--- config.mk ---
export PLATFORM = sky130hd
export DESIGN_NAME = rx_fifo_ctrl
export DESIGN_NICKNAME = d
export VERILOG_FILES = /design/src/rtl/rxf_pkg.sv /design/src/rtl/rxf_ctl_reg.sv /design/src/rtl/rxf_store.sv /design/src/rtl/rxf_timeout.sv /design/src/rtl/rx_fifo_ctrl.sv
export SDC_FILE = /design/constraint.sdc
export NUM_CORES = 1
export LEC_CHECK = 0
export ABC_AREA = 1
export BUFFER_PORTS_ARGS = -buffer_cell sky130_fd_sc_hd__buf_2
export CAP_MARGIN = 20
export CORE_MARGIN = 2
export CORE_UTILIZATION = 65
export CTS_CLUSTER_SIZE = 20
export DETAILED_ROUTE_END_ITERATION = 10
export HOLD_SLACK_MARGIN = 0.03
export PLACE_DENSITY_LB_ADDON = 0.15
export SYNTH_ARGS = -nofsm -noshare
export SYNTH_HDL_FRONTEND = slang
export SYNTH_SLANG_ARGS = --single-unit
export TNS_END_PERCENT = 10
--- constraint.sdc ---
create_clock -name clk_i -period 3.65 [get_ports clk_i]
set_input_delay 0.365 -clock clk_i [delete_from_list [all_inputs] [get_ports clk_i]]
set_output_delay 0.365 -clock clk_i [all_outputs]
set_load 0.005 [all_outputs]
--- src/rtl/rxf_pkg.sv ---
package rxf_pkg;
  localparam int unsigned CTL_W = 8;
  localparam int unsigned LVL_W = 5;
  localparam logic [CTL_W-1:0] CTL_KEEP = 8'hC9;
  localparam int unsigned B_EN = 0;
  localparam int unsigned B_RXF = 1;
  localparam int unsigned B_TXF = 2;

  typedef struct packed {
    logic en_chg;
    logic rx_flush;
    logic tx_flush;
  } ctl_act_t;

  function automatic logic [LVL_W-1:0] trig_of(input logic [1:0] sel);
    case (sel)
      2'b00:   trig_of = LVL_W'(1);
      2'b01:   trig_of = LVL_W'(4);
      2'b10:   trig_of = LVL_W'(8);
      default: trig_of = LVL_W'(14);
    endcase
  endfunction
endpackage

--- src/rtl/rxf_ctl_reg.sv ---
module rxf_ctl_reg
  import rxf_pkg::*;
(
  input  logic             clk_i,
  input  logic             rst_ni,
  input  logic             we_i,
  input  logic [CTL_W-1:0] wdata_i,
  output logic [CTL_W-1:0] ctl_o,
  output ctl_act_t         act_o,
  output logic             tx_flush_o
);
  logic [CTL_W-1:0] ctl_q;
  logic             tx_flush_q;

  always_comb begin
    act_o = '0;
    if (we_i && (wdata_i != ctl_q)) begin
      act_o.en_chg   = wdata_i[B_EN] ^ ctl_q[B_EN];
      act_o.rx_flush = wdata_i[B_RXF] | act_o.en_chg;
      act_o.tx_flush = wdata_i[B_TXF] | act_o.en_chg;
    end
  end

  always_ff @(posedge clk_i or negedge rst_ni) begin
    if (!rst_ni) begin
      ctl_q      <= '0;
      tx_flush_q <= 1'b0;
    end else begin
      if (we_i && (wdata_i != ctl_q)) ctl_q <= wdata_i & CTL_KEEP;
      tx_flush_q <= act_o.tx_flush;
    end
  end

  assign ctl_o      = ctl_q;
  assign tx_flush_o = tx_flush_q;
endmodule

--- src/rtl/rxf_store.sv ---
module rxf_store #(
  parameter int unsigned DEPTH = 16,
  parameter int unsigned DW    = 8,
  localparam int unsigned PW   = $clog2(DEPTH),
  localparam int unsigned CW   = $clog2(DEPTH + 1)
) (
  input  logic          clk_i,
  input  logic          rst_ni,
  input  logic          clr_i,
  input  logic          wr_i,
  input  logic [DW-1:0] wdata_i,
  input  logic          rd_i,
  output logic [DW-1:0] rdata_o,
  output logic [CW-1:0] cnt_o,
  output logic          full_o,
  output logic          empty_o
);
  logic [PW-1:0] wp_q, rp_q;
  logic [CW-1:0] cnt_q;
  logic [DW-1:0] mem_q [DEPTH];
  logic          rd_ok, wr_ok;

  function automatic logic [PW-1:0] nxt(input logic [PW-1:0] p);
    nxt = (p == PW'(DEPTH - 1)) ? '0 : p + PW'(1);
  endfunction

  assign empty_o = (cnt_q == '0);
  assign full_o  = (cnt_q == CW'(DEPTH));
  assign rd_ok   = rd_i & ~empty_o;
  // a read in the same cycle frees the slot a full queue needs
  assign wr_ok   = wr_i & (~full_o | rd_ok);

  always_ff @(posedge clk_i) begin
    if (wr_ok && !clr_i) mem_q[wp_q] <= wdata_i;
  end

  always_ff @(posedge clk_i or negedge rst_ni) begin
    if (!rst_ni) begin
      wp_q  <= '0;
      rp_q  <= '0;
      cnt_q <= '0;
    end else if (clr_i) begin
      wp_q  <= '0;
      rp_q  <= '0;
      cnt_q <= '0;
    end else begin
      if (wr_ok) wp_q <= nxt(wp_q);
      if (rd_ok) rp_q <= nxt(rp_q);
      case ({wr_ok, rd_ok})
        2'b10:   cnt_q <= cnt_q + CW'(1);
        2'b01:   cnt_q <= cnt_q - CW'(1);
        default: cnt_q <= cnt_q;
      endcase
    end
  end

  assign rdata_o = empty_o ? '0 : mem_q[rp_q];
  assign cnt_o   = cnt_q;
endmodule

--- src/rtl/rxf_timeout.sv ---
module rxf_timeout #(
  parameter int unsigned TMO_CHARS = 4,
  localparam int unsigned TW       = $clog2(TMO_CHARS + 1)
) (
  input  logic clk_i,
  input  logic rst_ni,
  input  logic clr_i,
  input  logic arm_i,
  input  logic disarm_i,
  input  logic ack_i,
  input  logic tick_i,
  input  logic present_i,
  output logic pend_o
);
  logic [TW-1:0] cnt_q;
  logic          armed_q, pend_q;

  always_ff @(posedge clk_i or negedge rst_ni) begin
    if (!rst_ni) begin
      cnt_q   <= '0;
      armed_q <= 1'b0;
      pend_q  <= 1'b0;
    end else if (clr_i) begin
      cnt_q   <= '0;
      armed_q <= 1'b0;
      pend_q  <= 1'b0;
    end else begin
      if (ack_i) pend_q <= 1'b0;
      if (arm_i) begin
        armed_q <= 1'b1;
        cnt_q   <= '0;
      end else if (disarm_i) begin
        armed_q <= 1'b0;
      end else if (armed_q && tick_i) begin
        if (cnt_q == TW'(TMO_CHARS - 1)) begin
          armed_q <= 1'b0;
          if (present_i) pend_q <= 1'b1;
        end else begin
          cnt_q <= cnt_q + TW'(1);
        end
      end
    end
  end

  assign pend_o = pend_q;
endmodule

--- src/rtl/rx_fifo_ctrl.sv ---
module rx_fifo_ctrl
  import rxf_pkg::*;
#(
  parameter int unsigned DEPTH     = 16,
  parameter int unsigned DW        = 8,
  parameter int unsigned TMO_CHARS = 4,
  localparam int unsigned CW       = $clog2(DEPTH + 1)
) (
  input  logic             clk_i,
  input  logic             rst_ni,
  input  logic             push_i,
  input  logic [DW-1:0]    push_data_i,
  input  logic             brk_i,
  input  logic             rd_i,
  input  logic             stat_rd_i,
  input  logic             ctl_we_i,
  input  logic [CTL_W-1:0] ctl_wdata_i,
  input  logic             char_tick_i,
  output logic [DW-1:0]    rd_data_o,
  output logic [CW-1:0]    count_o,
  output logic             data_rdy_o,
  output logic             overrun_o,
  output logic             brk_o,
  output logic [LVL_W-1:0] trig_lvl_o,
  output logic             timeout_o,
  output logic             fifo_en_o,
  output logic [CTL_W-1:0] ctl_o,
  output logic             tx_flush_o
);
  ctl_act_t      act;
  logic          en, rx_clr;
  logic          push_any;
  logic [DW-1:0] push_byte;
  logic          st_wr, st_rd, st_full, st_empty;
  logic [DW-1:0] st_rdata;
  logic [CW-1:0] st_cnt;
  logic          rd_eff, leaves_data, ovf_fifo, ovf_hold, empties;
  logic [DW-1:0] hold_q;
  logic          hold_vld_q, ovr_q, brk_q;

  rxf_ctl_reg u_ctl (
    .clk_i, .rst_ni,
    .we_i       (ctl_we_i),
    .wdata_i    (ctl_wdata_i),
    .ctl_o      (ctl_o),
    .act_o      (act),
    .tx_flush_o (tx_flush_o)
  );

  assign en        = ctl_o[B_EN];
  assign rx_clr    = act.rx_flush;
  assign push_any  = push_i | brk_i;
  assign push_byte = brk_i ? '0 : push_data_i;
  assign st_wr     = en & push_any;
  assign st_rd     = en & rd_i;

  rxf_store #(.DEPTH(DEPTH), .DW(DW)) u_store (
    .clk_i, .rst_ni,
    .clr_i   (rx_clr),
    .wr_i    (st_wr),
    .wdata_i (push_byte),
    .rd_i    (st_rd),
    .rdata_o (st_rdata),
    .cnt_o   (st_cnt),
    .full_o  (st_full),
    .empty_o (st_empty)
  );

  assign rd_eff      = st_rd & ~st_empty;
  assign leaves_data = rd_eff & ((st_cnt > CW'(1)) | st_wr);
  assign ovf_fifo    = st_wr & st_full & ~rd_eff & ~rx_clr;
  assign ovf_hold    = ~en & push_any & hold_vld_q & ~rd_i & ~rx_clr;
  assign empties     = en ? (rd_eff & ~leaves_data) : (rd_i & ~push_any);

  rxf_timeout #(.TMO_CHARS(TMO_CHARS)) u_tmo (
    .clk_i, .rst_ni,
    .clr_i     (rx_clr | ~en),
    .arm_i     (st_wr | leaves_data),
    .disarm_i  (rd_eff & ~leaves_data),
    .ack_i     (rd_i),
    .tick_i    (char_tick_i),
    .present_i (~st_empty),
    .pend_o    (timeout_o)
  );

  // single holding byte used while the FIFO is disabled
  always_ff @(posedge clk_i or negedge rst_ni) begin
    if (!rst_ni) begin
      hold_q     <= '0;
      hold_vld_q <= 1'b0;
    end else if (rx_clr) begin
      hold_vld_q <= 1'b0;
    end else if (!en) begin
      if (push_any) begin
        hold_q     <= push_byte;
        hold_vld_q <= 1'b1;
      end else if (rd_i) begin
        hold_vld_q <= 1'b0;
      end
    end
  end

  always_ff @(posedge clk_i or negedge rst_ni) begin
    if (!rst_ni) begin
      ovr_q <= 1'b0;
      brk_q <= 1'b0;
    end else begin
      if (ovf_fifo || ovf_hold) ovr_q <= 1'b1;
      else if (stat_rd_i)       ovr_q <= 1'b0;
      if (rx_clr)                          brk_q <= 1'b0;
      else if (brk_i)                      brk_q <= 1'b1;
      else if (stat_rd_i || empties)       brk_q <= 1'b0;
    end
  end

  assign rd_data_o  = en ? st_rdata : hold_q;
  assign count_o    = st_cnt;
  assign data_rdy_o = en ? ~st_empty : hold_vld_q;
  assign overrun_o  = ovr_q;
  assign brk_o      = brk_q;
  assign trig_lvl_o = trig_of(ctl_o[7:6]);
  assign fifo_en_o  = en;
endmodule

==> flow_summary.yaml, run 1 <==
logic_synthesis:
  yosys_most_used_dff: "edfxtp_1"
  ys_top_cells_by_area: "edfxtp_1 50%, nand2_1 13%, dfrtp_1 11%"
  synth_cells: 776
  yosysTopAreaCellShare_pct: 50.3
  synth_area_sq_um: 7640
  synth_edf_count: 128
  yosys_warnings: 0
  synth_seq_cells: 162
  yosys.cell_types.count: 36
  avgSynthCellArea_sq_um: 9.85
  yosysSeqAreaShare_pct: 61.4
  synth.most_common_cell: "nand2_1"
  synth_area_leader_cell: "edfxtp_1"
  async_flop_share_pct: 21.0
  synth_commonest_cells: "274 x nand2_1, 128 x edfxtp_1, 77 x nand3_1"
routing:
  wire_per_inst_um: 17.4
  wirelength_um: 16900
  first_pass_iters: 7
  initialDrtViolationCount: 529
  drc: 0
  routed-via-count: 5570
  drtAntennaViolNets: 0
  via_per_inst: 5.74
clock_network:
  cts_resized: 0
  ctsHoldBuffers: 0
  htreeDepth: 4
  cts.path.max_buffers: 2
  worstSkewPairLatency_ps: 420
  cts_root_buffer: "clkbuf_16"
  path_clk_slew_ps: 60
  post_cts_buffers: 0
  cts_tree: "done"
  cts_made_buffers: 17
  cts_sinks: 162
pwr:
  switching_power_w: 0.00154
  clockPowerShare_pct: 32.7
  peakVddDrop_mv: 0.399
  share_comb_of_total_power_pct: 22.7
  intPower_w: 0.00336
  p_leak_nw: 3.76
  p_sw_share_pct: 31.4
  seqPwrFrac_pct: 44.7
  power.density_nw_per_um2: 582
critical_path:
  critical-path-top-delay-family: "simple AND/OR/NAND/NOR gates"
  slowest_stage: "inv_2"
  critPathCaptureType: "primary output"
  worst_path_largest_cell_delay_ps: 730
  worstPathMaxFanout: 63
  reg2reg_depth: 8
  path_cells: "inv_2 -> nand2_1 -> nand2_1 -> nand2_1 -> nand3_1 -> nand3b_1 -> nand2_1 -> nand2_1 -> nand2_1 -> buf_2"
  worstPathRequired_ps: 3280
  reg2reg_slack_ps: 1090
  timing.rr.end: "u_store.mem_q[7][2]"
  crit_path_frequent_cell: "nand2_1"
  timing.rr.start: "u_ctl.ctl_o[0]"
  critPathLaunchType: "register"
  cp.arrival_ps: 2560
  path_buf_inv: 2
  critPathKind: "register to primary output"
layout:
  seqCellArea_sq_um: 4700
  syn2layout_area_growth_pct: 9.97
  final_area_sq_um: 8400
  fin_nets: 850
  antenna-diode-count: 0
  fillerInstances: 809
  multi_input_area_sq_um: 2500
  layout-drive-gt1-share_pct: 13.8
grt:
  grt_usage_pct: 28.4
  grt_pass1_wl_um: 27400
  grt_start_max_net_pins: 70
  overflow: 0
  antenna_found_initial: 0
  grt_pass1_vias: 5436
place:
  numPortBuffers: 50
  gp_congestion: 0.890
  dpl_cell_area_sq_um: 7880
  place_ws_ps: 1070
  hpwlAfterDp_um: 11300
sta:
  setup_violations: 0
  skew_ps: 5.45
  worst_pin_slew_ps: 1040
  finalHoldViolCount: 0
  timing.final.ws_setup_ps: 725
  maxSlewViolCount: 0
  fin_crit_sh_pct: 80.1
  tns_ps: 0
  slew_headroom_pct: 30.4
  fmax_ghz: 0.342
  rsz0062_at_grt: "false"
  period_needed_ps: 2920
  holdWs_ps: 16.5
floorplan:
  die_w_um: 112
  ios: 56
  start_util_pct: 66.6
  rows: 39
  dieHeight_um: 112
  dieArea_sq_um: 12600
  design.core.area_sq_um: 11500
outcome:
  status: "finished, final reports clean"
hold_path:
  min-delay-path-class: "primary input to async pin"
run:
  cap_violations: 0
## stage by stage
| step | power (W) | instances | utilization (%) |
|---|---|---|---|
| 2_1_floorplan | 0.00304 | 780 | - |
| 3_3_place_gp | 0.00328 | 939 | 68.7 |
| 3_5_place_dp | 0.00332 | 939 | 68.7 |
| 4_1_cts | 0.00490 | 971 | 73.3 |
| 5_1_grt | 0.00514 | 971 | 73.3 |
| 6_report | 0.00489 | 971 | 73.3 |
## layer usage
metal,up-vias,share of wire [%],track usage [%]
met1,2652,42,37.8
met3,49,6.2,5.56
met5,-,0,0
met4,0,4.4,14.3
li1,2643,-,-
met2,226,48,45.3
## placed cells by master (no fill, tap or decap), types with 3 or more instances in the layout
cell type / netlist / final
nand2_4: 6 / 6
nand3_2: 3 / 3
clkbuf_16: 0 / 17
buf_2: 10 / 50
o21ai_0: 18 / 18
clkinv_1: 1 / 4
nand4_1: 16 / 16
nand2_2: 5 / 5
clkinv_2: 0 / 6
nand2_1: 274 / 274
o211ai_1: 3 / 3
a21oi_1: 4 / 4
nor3_1: 4 / 4
o21ai_1: 10 / 10
xor2_1: 6 / 6
dfrtp_1: 34 / 33
buf_4: 16 / 3
inv_1: 50 / 50
nand3b_1: 5 / 5
edfxtp_1: 128 / 128
nor2_1: 58 / 58
ha_1: 11 / 11
inv_2: 9 / 9
conb_1: 1 / 5
nand3_1: 77 / 77
nor2_4: 3 / 3
## cell type report
type,instances,area share [%]
well taps,143,2.13
clock buffers,19,5.15
inverters,61,2.75
repair buffers,53,3.25
clock inverters,13,1.13
flip-flops and latches,162,55.9
multi-input cells,520,29.7
## kinds of logic after synthesis
| family | count (synthesis) | share of synthesized area [%] |
|---|---|---|
| xor+xnor | 8 | 0.917 |
| compound gates | 39 | 2.80 |
| fa+ha+maj | 11 | 1.80 |
| other cells | 1 | 0.0491 |
| simple gates | 457 | 26.9 |
| buf+inv | 98 | 6.09 |
| flops | 162 | 61.4 |
## worst max path at each step
stage / endpoint / slack [ps] / startpoint / depth (start not counted)
CTS: rd_data_o[1] / 730 / u_store.rp_q[0] / 10
finish: rd_data_o[1] / 730 / u_store.rp_q[0] / 10
global placement: u_store.mem_q[7][0] / 1170 / u_ctl.ctl_o[0] / 8
detailed placement: u_store.mem_q[7][1] / 1070 / u_ctl.ctl_o[0] / 8
floorplan: u_store.mem_q[7][0] / 1500 / u_store.cnt_o[0] / 7
global route: rd_data_o[4] / 560 / u_store.rp_q[0] / 10
## sequential cells by signal (all words and copies together), names as in the netlist
name and cells:
u_store.wp_q 4, hold_vld_q 1, u_ctl.ctl_o 4, hold_q 8
u_store.rp_q 4, brk_o 1, u_tmo.pend_o 1, u_tmo.armed_q 1
u_ctl.tx_flush_o 1, u_tmo.cnt_q 3, u_store.mem_q 128, overrun_o 1
u_store.cnt_o 5
## power groups by stage
stage          Combinational (W)  Sequential, W  Clock (W)
6_report                 0.00111        0.00219    0.00160
5_1_grt                  0.00126        0.00220    0.00169
4_1_cts                  0.00111        0.00218    0.00161
3_5_place_dp             0.00110        0.00222          0
3_3_place_gp             0.00106        0.00222          0
2_1_floorplan           0.000872        0.00217          0
Note: power is estimated with default switching activity, not from simulation.
==> run 2: changes to the inputs <==
--- a/config.mk
+++ b/config.mk
@@ -9,7 +9,7 @@
 export BUFFER_PORTS_ARGS = -buffer_cell sky130_fd_sc_hd__buf_2
 export CAP_MARGIN = 20
 export CORE_MARGIN = 2
-export CORE_UTILIZATION = 65
+export CORE_UTILIZATION = 60
 export CTS_CLUSTER_SIZE = 20
 export DETAILED_ROUTE_END_ITERATION = 10
 export HOLD_SLACK_MARGIN = 0.03
==> constraint.sdc (replaced) <==
create_clock -name clk_i -period 2.9 [get_ports clk_i]
set_input_delay 0.29 -clock clk_i [delete_from_list [all_inputs] [get_ports clk_i]]
set_output_delay 0.29 -clock clk_i [all_outputs]
set_load 0.005 [all_outputs]
==> flow_summary.yaml, run 2 (synthesis results as in run 1) <==
sta:
  holdWs_ps: 124
  worst_pin_slew_ps: 794
  fin_crit_sh_pct: 90.6
  tns_ps: 0
  period_needed_ps: 2630
  skew_ps: 5.15
  setup_violations: 0
  maxSlewViolCount: 0
  slew_headroom_pct: 47.1
  fmax_ghz: 0.381
  timing.final.ws_setup_ps: 272
  finalHoldViolCount: 0
  rsz0062_at_grt: "false"
clock_network:
  htreeDepth: 4
  cts_sinks: 162
  cts_resized: 0
  path_clk_slew_ps: 60
  cts_made_buffers: 17
  cts_tree: "done"
  cts_root_buffer: "clkbuf_16"
  worstSkewPairLatency_ps: 420
  cts.path.max_buffers: 2
place:
  hpwlAfterDp_um: 11500
  place_ws_ps: 436
  gp_congestion: 0.905
  numPortBuffers: 50
floorplan:
  dieHeight_um: 117
  rows: 41
  design.core.area_sq_um: 12500
  start_util_pct: 61.0
  ios: 56
  die_w_um: 117
  dieArea_sq_um: 13700
layout:
  syn2layout_area_growth_pct: 12.8
  final_cell_mix: "274 x nand2_1, 128 x edfxtp_1, 77 x nand3_1"
  layout-drive-gt1-share_pct: 14.3
  fillerInstances: 975
  regMostFlops: "u_store.mem_q"
  layout_commonest_cell: "nand2_1"
  largest_reg_flops: 128
  fin_util_pct: 68.9
  fin_nets: 856
  antenna-diode-count: 0
hold_path:
  min-delay-path-class: "primary input to register"
routing:
  drc: 0
  wirelength_um: 17400
  first_pass_iters: 5
  initialDrtViolationCount: 500
  wire_per_inst_um: 17.3
  drtAntennaViolNets: 0
  via_per_inst: 5.47
  routed-via-count: 5499
grt:
  grt_usage_pct: 27.0
  grt_start_max_net_pins: 54
  grt_pass1_vias: 5176
  antenna_found_initial: 0
  grt_pass1_wl_um: 27000
  overflow: 0
critical_path:
  crit_path_frequent_cell: "nand2_1"
  path_buf_inv: 2
  critPathKind: "register to primary output"
  worst_path_largest_cell_delay_ps: 560
  critical-path-top-delay-family: "simple AND/OR/NAND/NOR gates"
  worstPathMaxFanout: 28
  cp.arrival_ps: 2340
  critPathLaunchType: "register"
  path_cells: "inv_2 -> nand3_1 -> nand3_1 -> nand3b_1 -> nand2_1 -> nand2_1 -> nand2_1 -> buf_2"
  worstPathRequired_ps: 2610
  slowest_stage: "dfrtp_1"
  critPathCaptureType: "primary output"
pwr:
  power.density_nw_per_um2: 770
  p_total_w: 0.00664
  peakVddDrop_mv: 0.429
  p_leak_nw: 3.84
run:
  cap_violations: 0
outcome:
  status: "finished, final reports clean"
-- run 2: changes by cell type in the layout (fill, tap and decap cells not counted), sizes merged --
cell	change
clkinvlp	-1
clkinv	-4
dlygate4sd3	+1
buf	+5
bufinv	+5
-- run 2: per-stage QoR --
stage                     instances  cell area, sq um
after floorplan                 780              7660
after CTS                      1006              8620
after detailed placement        973              7960
final                          1006              8620
after global placement          973              7960
after global routing           1006              8620
-- run 2: path summary, 6_finish.rpt --
kind	start	endpoint	slack, ps	cells past startpoint
setup reg to reg	u_ctl.ctl_o[0]	u_store.mem_q[9][0]	440	8
setup / recovery	u_store.rp_q[1]	rd_data_o[0]	270	8
min in group asynchronous	rst_ni	u_tmo.cnt_q[1]	490	2
hold / removal	ctl_wdata_i[2]	u_ctl.tx_flush_o	120	3
hold reg to reg	hold_q[3]	hold_q[3]	500	2
max in group asynchronous	rst_ni	u_store.rp_q[0]	1850	2
-- run 2: report_power, final --
group | internal [W] | switching, W | total [W]
Clock | 0.00160 | 0.000859 | 0.00246
Combinational | 0.000471 | 0.000935 | 0.00141
Sequential | 0.00262 | 0.000158 | 0.00277
-- run 2: worst min-delay path: cells and delay by family --
kind                   cells  cell delay, ps
buffers and inverters      2             140
AO/OA/AOI/OAI              1              80
-- run 2: area by class of cell --
type / instances / area [sq um] / share of cell area [%]
clock buffer: 19 / 433 / 5.02
multi-input combinational: 520 / 2500 / 29.0
timing repair buffer: 59 / 333 / 3.86
inverter: 61 / 231 / 2.69
tap: 172 / 215 / 2.50
sequential: 162 / 4700 / 54.5
clock inverter: 13 / 214 / 2.48
-- run 2: repair_timing --
item / 4_1_cts / 5_1_grt
buffers inserted: 0 / 0
hold buffers: 1 / 0
endpoints found under the hold margin: 34 / 0
-- run 2: metal layers --
layer	global-route usage (%)	vias to the layer above	part of all wire, %	wire length (um)
met5	0	-	0	0
met4	11.1	0	2.9	507
met3	5.15	31	5.5	954
met2	44.8	197	49	8520
met1	35.3	2624	43	7380
li1	-	2647	-	-
==> run 3: changes to the inputs <==
--- a/config.mk
+++ b/config.mk
@@ -16,5 +16,6 @@
 export PLACE_DENSITY_LB_ADDON = 0.15
 export SYNTH_ARGS = -nofsm -noshare
 export SYNTH_HDL_FRONTEND = slang
+export SYNTH_HIERARCHICAL = 1
 export SYNTH_SLANG_ARGS = --single-unit
 export TNS_END_PERCENT = 10
==> flow_summary.yaml, run 3 <==
sta:
  skew_ps: 11.5
  fin_crit_sh_pct: 93.7
  fmax_ghz: 0.368
  period_needed_ps: 2720
  finalHoldViolCount: 0
  tns_ps: 0
  setup_violations: 0
  holdWs_ps: 120
  worst_pin_slew_ps: 829
  timing.final.ws_setup_ps: 183
  slew_headroom_pct: 44.5
  rsz0062_at_grt: "false"
  maxSlewViolCount: 0
layout:
  layout_commonest_cell: "nand2_1"
  fin_nets: 851
  final_cell_mix: "243 x nand2_1, 128 x edfxtp_1, 63 x inv_1"
  fin_util_pct: 68.9
  syn2layout_area_growth_pct: 13.3
  seqCellArea_sq_um: 4700
  antenna-diode-count: 0
  multi_input_area_sq_um: 2410
  largest_reg_flops: 128
  fillerInstances: 948
  regMostFlops: "u_store/mem_q"
  layout-drive-gt1-share_pct: 16.2
routing:
  drc: 0
  wire_per_inst_um: 17.1
  routed-via-count: 5425
  initialDrtViolationCount: 440
  wirelength_um: 17100
  drtAntennaViolNets: 0
  via_per_inst: 5.42
  first_pass_iters: 5
floorplan:
  dieHeight_um: 116
  die_w_um: 116
  dieArea_sq_um: 13500
  ios: 56
  start_util_pct: 60.8
  rows: 41
  design.core.area_sq_um: 12500
grt:
  grt_pass1_vias: 5192
  grt_start_max_net_pins: 66
  antenna_found_initial: 0
  grt_usage_pct: 26.6
  met2_usage_pct: 43.7
  use_met3_pct: 4.93
  grt_pass1_wl_um: 26400
  overflow: 0
  grt-busiest-layer: "met2"
  grtUsageMet1_pct: 35.2
place:
  hpwlAfterDp_um: 11400
  place_ws_ps: 550
  numPortBuffers: 50
  gp_congestion: 0.855
critical_path:
  worst_path_largest_cell_delay_ps: 420
  path_cells: "buf_6 -> nand2_1 -> nand3_1 -> nand3_1 -> o211ai_1 -> nand2_1 -> nor2_1 -> nand2_1 -> o21ai_0 -> buf_2"
  worstPathMaxFanout: 65
  critPathCaptureType: "primary output"
  slowest_stage: "buf_6"
  critPathLaunchType: "register"
  reg2reg_depth: 8
  worstPathRequired_ps: 2610
  critPathKind: "register to primary output"
  cp.arrival_ps: 2430
  crit_path_frequent_cell: "nand2_1"
clock_network:
  cts_tree: "done"
  post_cts_buffers: 0
  cts_made_buffers: 17
  worstSkewPairLatency_ps: 430
  htreeDepth: 4
  path_clk_slew_ps: 70
  cts.path.max_buffers: 2
  cts_sinks: 162
  cts_root_buffer: "clkbuf_16"
pwr:
  peakVddDrop_mv: 0.499
  p_total_w: 0.00676
  p_leak_nw: 3.73
  power.density_nw_per_um2: 787
logic_synthesis:
  avgSynthCellArea_sq_um: 9.99
  yosys_warnings: 6
  synth_area_sq_um: 7580
  synth_cells: 758
outcome:
  status: "finished, final reports clean"
hold_path:
  holdPathStages: 3
  min-delay-path-class: "primary input to register"
run:
  cap_violations: 0
-- run 3: layout make-up --
class	count	area share (%)
Sequential cell	162	54.7
Multi-Input combinational cell	494	28.1
Clock buffer	18	5.00
Timing Repair Buffer	72	4.91
Inverter	69	3.05
Tap cell	172	2.51
Clock inverter	14	1.79
-- run 3: report_power, final --
group	internal, W	switching, W
registers	0.00263	0.000102
clock network	0.00128	0.000921
logic	0.000575	0.00126
-- run 3: timing repair --
action / CTS / global route
setup endpoints to repair: 0 / 4
hold buffers: 1 / 0
gates resized for setup: 0 / 3
endpoints found under the hold margin: 34 / 0
-- run 3: worst max-delay path: cells and delay by family (launching register included) --
kind            cells  cell delay (ps)
simple gates        6              720
buf+inv             2              580
flops               1              390
compound gates      2              290
-- run 3: routing by layer --
metal | up-vias | part of all wire (%) | wire (um)
li1 | 2628 | - | -
met1 | 2581 | 43 | 7440
met2 | 183 | 48 | 8280
met3 | 33 | 5.7 | 981
met4 | 0 | 2.6 | 447
met5 | - | 0 | 0
-- run 3: final timing paths --
path                       slack (ps)                  end            start
setup reg to reg                  560  u_store/mem_q[1][5]   u_ctl/ctl_o[0]
hold / removal                    120       u_ctl/ctl_o[6]   ctl_wdata_i[6]
min in group asynchronous         510            hold_q[1]           rst_ni
setup / recovery                  180         rd_data_o[2]  u_store/rp_q[0]
max in group asynchronous        1840      u_store/rp_q[0]           rst_ni
hold reg to reg                   510       u_tmo/cnt_q[0]   u_tmo/cnt_q[0]
-- run 3: through the flow --
stage	instance area [sq um]	instances
global placement	7990	968
detailed placement	7990	968
finish	8590	1001
floorplan	7590	761
CTS	8580	1001
global route	8590	1001
